`src/rtl/sweep_pwm_pkg.sv`:
```
package sweep_pwm_pkg;
  localparam int ADDR_W = 3;

  typedef enum logic [ADDR_W-1:0] {
    REG_KEY      = 3'd0,
    REG_PERIOD   = 3'd1,
    REG_CEIL     = 3'd2,
    REG_UP_STEP  = 3'd3,
    REG_DN_STEP  = 3'd4,
    REG_UP_DWELL = 3'd5,
    REG_DN_DWELL = 3'd6
  } reg_addr_e;

  localparam int unsigned UNLOCK_VALUE = 32'hA;
endpackage

```
`src/rtl/sweep_cfg.sv`:
```
module sweep_cfg
  import sweep_pwm_pkg::*;
#(
  parameter int DATA_W = 16,
  parameter int CNT_W  = 12,
  parameter int DLY_W  = 8
) (
  input  logic              clk,
  input  logic              rst_n,
  input  logic              we,
  input  logic [ADDR_W-1:0] addr,
  input  logic [DATA_W-1:0] wdata,
  input  logic              tick,
  output logic              run,
  output logic [CNT_W-1:0]  per,
  output logic [CNT_W-1:0]  ceil,
  output logic [CNT_W-1:0]  up_step,
  output logic [CNT_W-1:0]  dn_step,
  output logic [DLY_W-1:0]  up_dwell,
  output logic [DLY_W-1:0]  dn_dwell
);
  logic [CNT_W-1:0] sh_per, sh_ceil, sh_up, sh_dn;
  logic [DLY_W-1:0] sh_dwu, sh_dwd;
  logic [CNT_W-1:0] nx_per, nx_ceil, nx_up, nx_dn;
  logic [DLY_W-1:0] nx_dwu, nx_dwd;
  logic             key_hit;

  assign key_hit = we && (addr == REG_KEY) && (wdata == DATA_W'(UNLOCK_VALUE));

  always_comb begin
    nx_per  = sh_per;
    nx_ceil = sh_ceil;
    nx_up   = sh_up;
    nx_dn   = sh_dn;
    nx_dwu  = sh_dwu;
    nx_dwd  = sh_dwd;
    if (we) begin
      case (reg_addr_e'(addr))
        REG_PERIOD:   nx_per  = wdata[CNT_W-1:0];
        REG_CEIL:     nx_ceil = wdata[CNT_W-1:0];
        REG_UP_STEP:  nx_up   = wdata[CNT_W-1:0];
        REG_DN_STEP:  nx_dn   = wdata[CNT_W-1:0];
        REG_UP_DWELL: nx_dwu  = wdata[DLY_W-1:0];
        REG_DN_DWELL: nx_dwd  = wdata[DLY_W-1:0];
        default:      ;
      endcase
    end
  end

  // Holding copies follow every write.
  always_ff @(posedge clk or negedge rst_n) begin
    if (!rst_n) begin
      sh_per <= '0; sh_ceil <= '0; sh_up <= '0; sh_dn <= '0;
      sh_dwu <= '0; sh_dwd <= '0;
    end else begin
      sh_per <= nx_per; sh_ceil <= nx_ceil; sh_up <= nx_up; sh_dn <= nx_dn;
      sh_dwu <= nx_dwu; sh_dwd <= nx_dwd;
    end
  end

  // Working copies: free-running while locked, boundary-only while running.
  always_ff @(posedge clk or negedge rst_n) begin
    if (!rst_n) begin
      per <= '0; ceil <= '0; up_step <= '0; dn_step <= '0;
      up_dwell <= '0; dn_dwell <= '0;
    end else if (!run || tick) begin
      per <= nx_per; ceil <= nx_ceil; up_step <= nx_up; dn_step <= nx_dn;
      up_dwell <= nx_dwu; dn_dwell <= nx_dwd;
    end
  end

  always_ff @(posedge clk or negedge rst_n) begin
    if (!rst_n)       run <= 1'b0;
    else if (key_hit) run <= 1'b1;
  end

  // anything but the unlock write keeps the block locked
  a_r1_stay_locked: assert property (@(posedge clk) disable iff (!rst_n)
    (!run && !key_hit) |=> !run);
  // the unlock write releases the block on the next cycle
  a_r2_unlock: assert property (@(posedge clk) disable iff (!rst_n)
    key_hit |=> run);
  // working period only moves at a boundary while running
  a_r9_boundary_load: assert property (@(posedge clk) disable iff (!rst_n)
    (run && !tick) |=> $stable(per) && $stable(ceil));
endmodule

```
`src/rtl/sweep_period_ctr.sv`:
```
module sweep_period_ctr #(
  parameter int CNT_W = 12
) (
  input  logic             clk,
  input  logic             rst_n,
  input  logic             run,
  input  logic [CNT_W-1:0] per,
  output logic [CNT_W-1:0] cnt,
  output logic             tick
);
  localparam logic [CNT_W:0] ONE = (CNT_W+1)'(1);
  logic [CNT_W:0] nxt;

  assign nxt  = {1'b0, cnt} + ONE;
  assign tick = run && (nxt >= {1'b0, per});

  always_ff @(posedge clk or negedge rst_n) begin
    if (!rst_n)            cnt <= '0;
    else if (!run || tick) cnt <= '0;
    else                   cnt <= nxt[CNT_W-1:0];
  end

  // the counter never leaves the programmed period
  a_r4_cnt_in_period: assert property (@(posedge clk) disable iff (!rst_n)
    (run && per != '0) |-> (cnt < per));
endmodule

```
`src/rtl/sweep_ctl.sv`:
```
module sweep_ctl #(
  parameter int CNT_W = 12,
  parameter int DLY_W = 8
) (
  input  logic             clk,
  input  logic             rst_n,
  input  logic             run,
  input  logic             tick,
  input  logic [CNT_W-1:0] ceil,
  input  logic [CNT_W-1:0] up_step,
  input  logic [CNT_W-1:0] dn_step,
  input  logic [DLY_W-1:0] up_dwell,
  input  logic [DLY_W-1:0] dn_dwell,
  output logic [CNT_W-1:0] cmp,
  output logic             dir_dn
);
  localparam logic [CNT_W-1:0] ONE_TICK = CNT_W'(1);

  logic [CNT_W-1:0] up_eff, dn_eff, inc_val;
  logic [CNT_W:0]   sum;
  logic [DLY_W-1:0] wait_up, wait_dn;

  assign up_eff  = (up_step == '0) ? ONE_TICK : up_step;
  assign dn_eff  = (dn_step == '0) ? ONE_TICK : dn_step;
  assign sum     = {1'b0, cmp} + {1'b0, up_eff};
  assign inc_val = (sum > {1'b0, ceil}) ? ceil : sum[CNT_W-1:0];

  always_ff @(posedge clk or negedge rst_n) begin
    if (!rst_n) begin
      cmp <= '0; dir_dn <= 1'b0; wait_up <= '0; wait_dn <= '0;
    end else if (!run) begin
      cmp <= '0; dir_dn <= 1'b0; wait_up <= up_dwell; wait_dn <= dn_dwell;
    end else if (tick) begin
      if (!dir_dn) begin
        if (cmp >= ceil)        dir_dn <= 1'b1;
        else if (wait_up == '0) begin
          cmp <= inc_val; wait_up <= up_dwell;
        end else                wait_up <= wait_up - 1'b1;
      end else begin
        if (cmp <= dn_eff)      dir_dn <= 1'b0;
        else if (wait_dn == '0) begin
          cmp <= cmp - dn_eff; wait_dn <= dn_dwell;
        end else                wait_dn <= wait_dn - 1'b1;
      end
    end
  end

  // release always begins rising from zero
  a_r3_start_zero: assert property (@(posedge clk) disable iff (!rst_n)
    $rose(run) |-> (cmp == '0) && !dir_dn);
  // compare holds between period ends
  a_r5_cmp_at_boundary: assert property (@(posedge clk) disable iff (!rst_n)
    (run && !tick) |=> $stable(cmp));
  // at the ceiling the direction turns without a step
  a_r6_turn_top: assert property (@(posedge clk) disable iff (!rst_n)
    (run && tick && !dir_dn && cmp >= ceil) |=> dir_dn && $stable(cmp));
  // near zero the direction turns without a step
  a_r7_turn_bottom: assert property (@(posedge clk) disable iff (!rst_n)
    (run && tick && dir_dn && cmp <= dn_eff) |=> !dir_dn && $stable(cmp));
  // a pending rising dwell holds the compare and counts down
  a_r8_dwell_hold: assert property (@(posedge clk) disable iff (!rst_n)
    (run && tick && !dir_dn && cmp < ceil && wait_up != '0)
      |=> $stable(cmp) && (wait_up == DLY_W'($past(wait_up) - 1'b1)));
endmodule

```
`src/rtl/tri_sweep_pwm.sv`:
```
module tri_sweep_pwm
  import sweep_pwm_pkg::*;
#(
  parameter int DATA_W = 16,
  parameter int CNT_W  = 12,
  parameter int DLY_W  = 8
) (
  input  logic              clk,
  input  logic              rst_n,
  input  logic              cfg_we,
  input  logic [ADDR_W-1:0] cfg_addr,
  input  logic [DATA_W-1:0] cfg_wdata,
  output logic              pwm_o,
  output logic              period_end_o
);
  logic             run, tick, dir_dn;
  logic [CNT_W-1:0] per, ceil, up_step, dn_step, cnt, cmp;
  logic [DLY_W-1:0] up_dwell, dn_dwell;

  sweep_cfg #(.DATA_W(DATA_W), .CNT_W(CNT_W), .DLY_W(DLY_W)) u_cfg (
    .clk(clk), .rst_n(rst_n), .we(cfg_we), .addr(cfg_addr), .wdata(cfg_wdata),
    .tick(tick), .run(run), .per(per), .ceil(ceil), .up_step(up_step),
    .dn_step(dn_step), .up_dwell(up_dwell), .dn_dwell(dn_dwell)
  );

  sweep_period_ctr #(.CNT_W(CNT_W)) u_ctr (
    .clk(clk), .rst_n(rst_n), .run(run), .per(per), .cnt(cnt), .tick(tick)
  );

  sweep_ctl #(.CNT_W(CNT_W), .DLY_W(DLY_W)) u_ctl (
    .clk(clk), .rst_n(rst_n), .run(run), .tick(tick), .ceil(ceil),
    .up_step(up_step), .dn_step(dn_step), .up_dwell(up_dwell),
    .dn_dwell(dn_dwell), .cmp(cmp), .dir_dn(dir_dn)
  );

  assign pwm_o        = run && (cnt < cmp);
  assign period_end_o = tick;

  // a compare at or above the period drives a full-high period
  a_r4_full_high: assert property (@(posedge clk) disable iff (!rst_n)
    (run && per != '0 && cmp >= per) |-> pwm_o);
  // nothing toggles while locked
  a_r1_quiet_locked: assert property (@(posedge clk) disable iff (!rst_n)
    !run |-> !period_end_o && !pwm_o);
endmodule

```
`config.mk`:
```
export PLATFORM = sky130hd
export DESIGN_NAME = tri_sweep_pwm
export DESIGN_NICKNAME = d
export VERILOG_FILES = /design/src/rtl/sweep_pwm_pkg.sv /design/src/rtl/sweep_cfg.sv /design/src/rtl/sweep_period_ctr.sv /design/src/rtl/sweep_ctl.sv /design/src/rtl/tri_sweep_pwm.sv
export SDC_FILE = /design/constraint.sdc
export NUM_CORES = 1
export LEC_CHECK = 0
export BUFFER_PORTS_ARGS = -buffer_cell sky130_fd_sc_hd__buf_2
export CORE_UTILIZATION = 35
export DETAILED_ROUTE_END_ITERATION = 6
export GPL_ROUTABILITY_DRIVEN = 0
export HOLD_SLACK_MARGIN = 0.05
export PLACE_DENSITY_LB_ADDON = 0.3
export SYNTH_ARGS = -nofsm -noshare
export SYNTH_HDL_FRONTEND = slang
export SYNTH_SLANG_ARGS = --single-unit
export TNS_END_PERCENT = 5
```
`constraint.sdc`:
```
create_clock -name clk -period 11.1 [get_ports clk]
set_input_delay 1.665 -clock clk [delete_from_list [all_inputs] [get_ports clk]]
set_output_delay 1.665 -clock clk [all_outputs]
set_load 0.02 [all_outputs]
```
# Word-level counts from Yosys, hierarchy flattened
# Cells that the tools add are included.
[word_totals]
ff_bits = 170
input_bits = 22
output_inout_bits = 2
wordCells = 96
[classes]
addsub = 5
n_lt_le_gt_ge = 5
n_eq_ne = 16
muxes = 38
reduce_logical = 14
[op_table]
columns = ["op", "n"]
rows = [
  ["2-to-1 mux 12 bit", 19],
  ["2-to-1 mux 8 bit", 14],
  ["logical NOT 12 bit", 2],
  ["== test 16 x 4 -> 1 bit, second input constant", 1],
  ["logical NOT 8 bit", 2],
  ["subtractor 8 x 1 -> 8 bit, second input constant", 2],
  ["adder 12 x 1 -> 13 bit, second input constant", 1],
  ["adder 12 x 12 -> 13 bit", 1],
  ["greater-or-equal comparator 13 x 12 -> 1 bit", 1],
  ["greater-than comparator 13 x 12 -> 1 bit", 1],
  ["greater-or-equal comparator 12 bit", 1],
  ["less-or-equal comparator 12 bit", 1],
  ["< comparator 12 bit", 1],
  ["subtractor 12 bit", 1],
  ["== test 3 bit, second input constant", 3],
  ["== test 3 x 2 -> 1 bit, second input constant", 2],
  ["!= test 2 bit, second input constant", 3],
  ["!= test 3 bit, second input constant", 2],
  ["AND reduction 3 bit", 2],
  ["2-to-1 mux 1 bit", 5],
  ["AND reduction 5 bit", 1],
  ["logical AND 1 bit", 4],
  ["!= test 2 x 1 -> 1 bit, second input constant", 2],
  ["== test 3 x 1 -> 1 bit, second input constant", 1],
  ["5 further kinds", 5],
]

# Longest topological paths before layout
[depth]
word_depth = 10
ltp_mapped = 20

# Modules after synthesis
# A second synthesis with hierarchy kept.
[unflattened]
cells_unflattened = 862
area_unflattened_um2 = 10002.1
[by_module_without_submodules]
columns = ["module", "n_inst", "cells_each", "area_each_um2"]
rows = [
  ["sweep_cfg", 1, 282, 5163.7],
  ["sweep_ctl", 1, 444, 3578.4],
  ["sweep_period_ctr", 1, 96, 972.2],
  ["tri_sweep_pwm", 1, 40, 287.8],
]

# Worst setup path before layout
# Ideal clock, no wire load.
[synth_timing]
path_type = "reg-to-output"
startpoint = "register u_ctr.cnt[4]"
endpoint = "output period_end_o"
t_arrival_ns = 2.546
t_required_ns = 9.435
path_slack_ns = 6.889
path_stages_with_launch = 12
path_buffers = 1
path_cell_list = "dfrtp_1 > nand3_1 > or3_1 > nor2_1 > xor2_1 > ha_1 > and4_1 > nand3_1 > o211ai_4 > clkinv_2 > clkbuf_1 > nor2_1"
[synth_between]
elab_chain_len = 3
[synth_lines]
columns = ["item", "line_no", "rtl"]
rows = [
  ["start: declaration", "sweep_period_ctr.sv:8", "output logic [CNT_W-1:0] cnt,"],
  ["start signal: assignment", "sweep_period_ctr.sv:20", "else cnt <= nxt[CNT_W-1:0];"],
  ["adder 12 x 1 -> 13 bit", "sweep_period_ctr.sv:14", "assign nxt = {1'b0, cnt} + ONE;"],
  ["greater-or-equal comparator 13 x 12 -> 1 bit", "sweep_period_ctr.sv:15", "assign tick = run && (nxt >= {1'b0, per});"],
  ["logical AND 1 bit", "sweep_period_ctr.sv:15", ""],
  ["end: declaration", "tri_sweep_pwm.sv:14", "output logic period_end_o"],
]
# Every way passes these cells.

# Worst setup path after layout
# Same ends and word-level chain as after synthesis.

==> impl_metrics.prom <==
# TYPE chip_impl_metric gauge
chip_impl_metric{name="dp_cells",unit=""} 1222
chip_impl_metric{name="timing_worst_slew_pin_value",unit="ns"} 1.08
chip_impl_info{name="layout.cells.most_common",value="sky130_fd_sc_hd__dfrtp_1"} 1
chip_impl_metric{name="switching_power",unit="mW"} 1.44
chip_impl_metric{name="count_of_fill_cells_added_during_filler_insertion",unit=""} 2649
chip_impl_info{name="timing.critical_path.to_type",value="primary output"} 1
chip_impl_metric{name="drt-initial-drc-count",unit=""} 408
chip_impl_info{name="cp_cell_sequence",value="nand3_1 > or3_1 > nor2_1 > xor2_1 > ha_1 > and4_1 > nand3_1 > o211ai_4 > clkinv_2 > nor2_1 > buf_2"} 1
chip_impl_metric{name="clock_power_share",unit="%"} 17.6
chip_impl_metric{name="crit_buf_inv",unit=""} 2
chip_impl_metric{name="hpwlAfterDp",unit="um"} 16100
chip_impl_metric{name="critical-path-max-stage-delay",unit="ns"} 0.46
chip_impl_metric{name="layout_net_count",unit=""} 969
chip_impl_metric{name="cp_data_required_time",unit="ns"} 9.44
chip_impl_metric{name="fp.dieH",unit="um"} 169
chip_impl_metric{name="detailed_place.area",unit="um2"} 10200
chip_impl_metric{name="drcViolationCount",unit=""} 0
chip_impl_metric{name="postCtsHoldBufs",unit=""} 0
chip_impl_metric{name="number_of_global_route_vias_before_repair",unit=""} 6700
chip_impl_metric{name="max-cap-violations",unit=""} 0
chip_impl_metric{name="sw_ratio",unit="%"} 40.5
chip_impl_metric{name="finalClockSkew",unit="ns"} 0.0126
chip_impl_metric{name="yosys_warnings",unit=""} 0
chip_impl_metric{name="worstSkewPairLatency",unit="ns"} 0.43
chip_impl_metric{name="grt_start_max_net_pins",unit=""} 90
chip_impl_metric{name="floorplan_die_area",unit="um2"} 28600
chip_impl_metric{name="standard_cell_core_area",unit="um2"} 27200
chip_impl_info{name="layout_common_cells",value="170 x sky130_fd_sc_hd__dfrtp_1, 76 x sky130_fd_sc_hd__ha_1, 66 x sky130_fd_sc_hd__mux2_2"} 1
chip_impl_metric{name="post_drt_via_cell_ratio",unit=""} 5.15
chip_impl_metric{name="floorplan.io_pins",unit=""} 24
chip_impl_metric{name="die_width",unit="um"} 169
chip_impl_metric{name="final_cells",unit=""} 1254
chip_impl_metric{name="timing.final.crit_share",unit="%"} 44.4
chip_impl_metric{name="postCtsSetupRepairBufs",unit=""} 0
chip_impl_metric{name="numCtsBuffers",unit=""} 17
chip_impl_metric{name="leakagePower",unit="nW"} 4.95
chip_impl_metric{name="wire_per_inst",unit="um"} 17.8
chip_impl_info{name="critical-path-slowest-cell",value="sky130_fd_sc_hd__dfrtp_1"} 1
chip_impl_info{name="path_class",value="reg2out"} 1
chip_impl_metric{name="power_report.internal_total",unit="mW"} 2.12
chip_impl_metric{name="grt_antenna_before_repair",unit=""} 0
chip_impl_metric{name="area_growth",unit="%"} 11.0
chip_impl_metric{name="seq_power_share",unit="%"} 29.2
chip_impl_metric{name="globalRouteOverflowTotal",unit=""} 0
chip_impl_metric{name="syn-num-nets",unit=""} 956
chip_impl_metric{name="power.ir.vdd_worst",unit="mV"} 0.165
chip_impl_metric{name="clk_pin_slew_worst_paths",unit="ns"} 0.07
chip_impl_metric{name="total_number_of_vias",unit=""} 6457
chip_impl_info{name="tritoncts",value="built"} 1
chip_impl_metric{name="totalWireLength",unit="um"} 22300
chip_impl_metric{name="yosysSeqAreaShare",unit="%"} 43.5
chip_impl_metric{name="final-hold-violation-count",unit=""} 0
chip_impl_metric{name="final_antenna_net_count",unit=""} 0
chip_impl_metric{name="synth.distinct_cells",unit=""} 68
chip_impl_metric{name="ys_async_sr_fraction",unit="%"} 100
chip_impl_metric{name="synthesized_instance_count",unit=""} 856
chip_impl_metric{name="worstPathArrival",unit="ns"} 3.27
chip_impl_metric{name="syn-mean-instance-area",unit="um2"} 11.4
chip_impl_metric{name="drt-pass1-iter-count",unit=""} 4
chip_impl_info{name="clock-root-buffer",value="sky130_fd_sc_hd__clkbuf_16"} 1
chip_impl_metric{name="post_route_cells_drive_above_1_share",unit="%"} 21.5
chip_impl_metric{name="setup_tns_after_final_layout",unit="ns"} 0
chip_impl_info{name="synth_top_flop_cell",value="sky130_fd_sc_hd__dfrtp_1"} 1
chip_impl_info{name="rsz0062_at_grt",value="false"} 1
chip_impl_metric{name="post_route_minimum_period",unit="ns"} 4.93
chip_impl_metric{name="cts.sinks",unit=""} 170
chip_impl_metric{name="critical_path_peak_fanout",unit=""} 15
chip_impl_metric{name="synth_seq_cells",unit=""} 170
chip_impl_metric{name="timing.max_slew.rel_slack",unit="%"} 27.8
chip_impl_info{name="outcome",value="completed"} 1
chip_impl_metric{name="postCtsResizedCells",unit=""} 0
chip_impl_metric{name="clock_path_buffers",unit=""} 2
chip_impl_metric{name="powerDensity",unit="nW/um2"} 328
chip_impl_metric{name="achievable-frequency",unit="MHz"} 203
chip_impl_metric{name="synth_edf_count",unit=""} 0
chip_impl_metric{name="slew_violations",unit=""} 0
chip_impl_info{name="crit_family",value="simple AND/OR/NAND/NOR gates"} 1
chip_impl_metric{name="netlist_area",unit="um2"} 9770
chip_impl_info{name="timing.hold.worst.class",value="reg2reg"} 1
chip_impl_metric{name="placementRows",unit=""} 60
chip_impl_metric{name="antenna_cells",unit=""} 0
chip_impl_metric{name="ctsHtreeMaxLevel",unit=""} 4
chip_impl_metric{name="final-setup-viol-count",unit=""} 0
chip_impl_info{name="critPathLaunchType",value="register"} 1
chip_impl_metric{name="io_buffers",unit=""} 23
chip_impl_metric{name="final_cell_area",unit="um2"} 10800
chip_impl_metric{name="comb_pwr_share",unit="%"} 53.2
chip_impl_metric{name="floorplan.initialDensity",unit="%"} 36.0
chip_impl_metric{name="grt_pass1_wl",unit="um"} 36800
chip_impl_metric{name="track_usage",unit="%"} 16.8
-- registers in the layout, indices dropped and copies added, names as in the netlist, 12 cells and up --
signal and flops:
u_cfg.sh_per 12, u_cfg.sh_up 12, u_cfg.sh_ceil 12, u_cfg.ceil 12, u_cfg.per 12, u_cfg.up_step 12, u_ctl.cmp 12, u_ctr.cnt 12
u_cfg.sh_dn 12, u_cfg.dn_step 12
-- power by group through the flow --
stage	clock, mW	sequential, mW	combinational [mW]
2_1_floorplan	0	0.962	1.59
3_3_place_gp	0	1.05	1.85
3_5_place_dp	0	1.05	1.88
4_1_cts	0.640	1.04	1.90
5_1_grt	0.662	1.07	2.12
6_report	0.625	1.04	1.89
-- cells in the mapped netlist, drive strengths merged, types with 7 or more instances --
library cell	number	area (um2)
a211oi	8	60.1
xor2	7	61.3
dfrtp	170	4250
inv	63	236
a21o	13	97.6
nand3	11	55.1
and3	12	75.1
o211ai	10	88.8
clkbuf	22	82.6
a21oi	38	194
nand4	9	56.3
nor2	42	158
nor3	25	125
xnor2	19	166
ha	76	951
mux2i	15	150
mux2	137	1730
nand2	31	116
buf	12	108
o21ai	45	225
-- area by class of cell --
class	instances	area [um2]	area share, %
timing repair buffer	28	159	1.46
tap	372	465	4.29
sequential	170	4250	39.2
inverter	64	241	2.23
clock inverter	14	185	1.71
clock buffer	18	439	4.05
multi-input combinational	588	5100	47.0
-- worst register-to-register path: cells and delay by family (launching register included) --
family | cells | cell delay (ns)
compound gates | 9 | 1.88
fa+ha+maj | 3 | 0.88
simple gates | 3 | 0.69
mux | 2 | 0.57
flops | 1 | 0.40
xor+xnor | 1 | 0.17
buf+inv | 1 | 0.06
-- stage by stage --
| step | total power [mW] | util, % | setup WS [ns] | hold slack, ns |
|---|---|---|---|---|
| floorplan | 2.55 | - | 6.89 | 0.458 |
| global placement | 2.91 | 37.6 | 6.37 | 0.472 |
| detailed placement | 2.93 | 37.6 | 6.39 | 0.475 |
| CTS | 3.59 | 39.9 | 6.13 | 0.492 |
| global route | 3.86 | 39.9 | 5.80 | 0.508 |
| finish | 3.56 | 39.9 | 6.17 | 0.489 |
-- worst paths after layout --
kind                                   start  cells after the start  slack (ns)               end
max in group asynchronous              rst_n                      2        8.25     u_ctr.cnt[11]
min                             u_cfg.per[8]                      1        0.49      u_cfg.per[8]
max                             u_ctr.cnt[4]                     11        6.17      period_end_o
max reg2reg                u_cfg.up_step[11]                     19        6.33      u_ctl.cmp[2]
min in group asynchronous              rst_n                      1        1.31  u_ctl.wait_up[3]
min reg2reg                     u_cfg.per[8]                      1        0.49      u_cfg.per[8]
-- logic make-up after synthesis --
kind of cell	count (synthesis)	share of synthesized area [%]
compound gates	158	11.0
xor+xnor	26	2.33
fa+ha+maj	78	10.1
buf+inv	98	4.42
flops	170	43.5
mux	152	19.2
simple gates	174	9.33
-- per-layer routing --
| metal | global-route usage, % | vias to the layer above | share of wire [%] |
|---|---|---|---|
| met5 | 0 | - | 0 |
| met4 | 6.74 | 0 | 2.6 |
| met3 | 3.06 | 29 | 3.6 |
| met2 | 26.1 | 81 | 45 |
| met1 | 23.1 | 3223 | 49 |
| li1 | - | 3124 | - |
(Power assumes the default switching activity.)
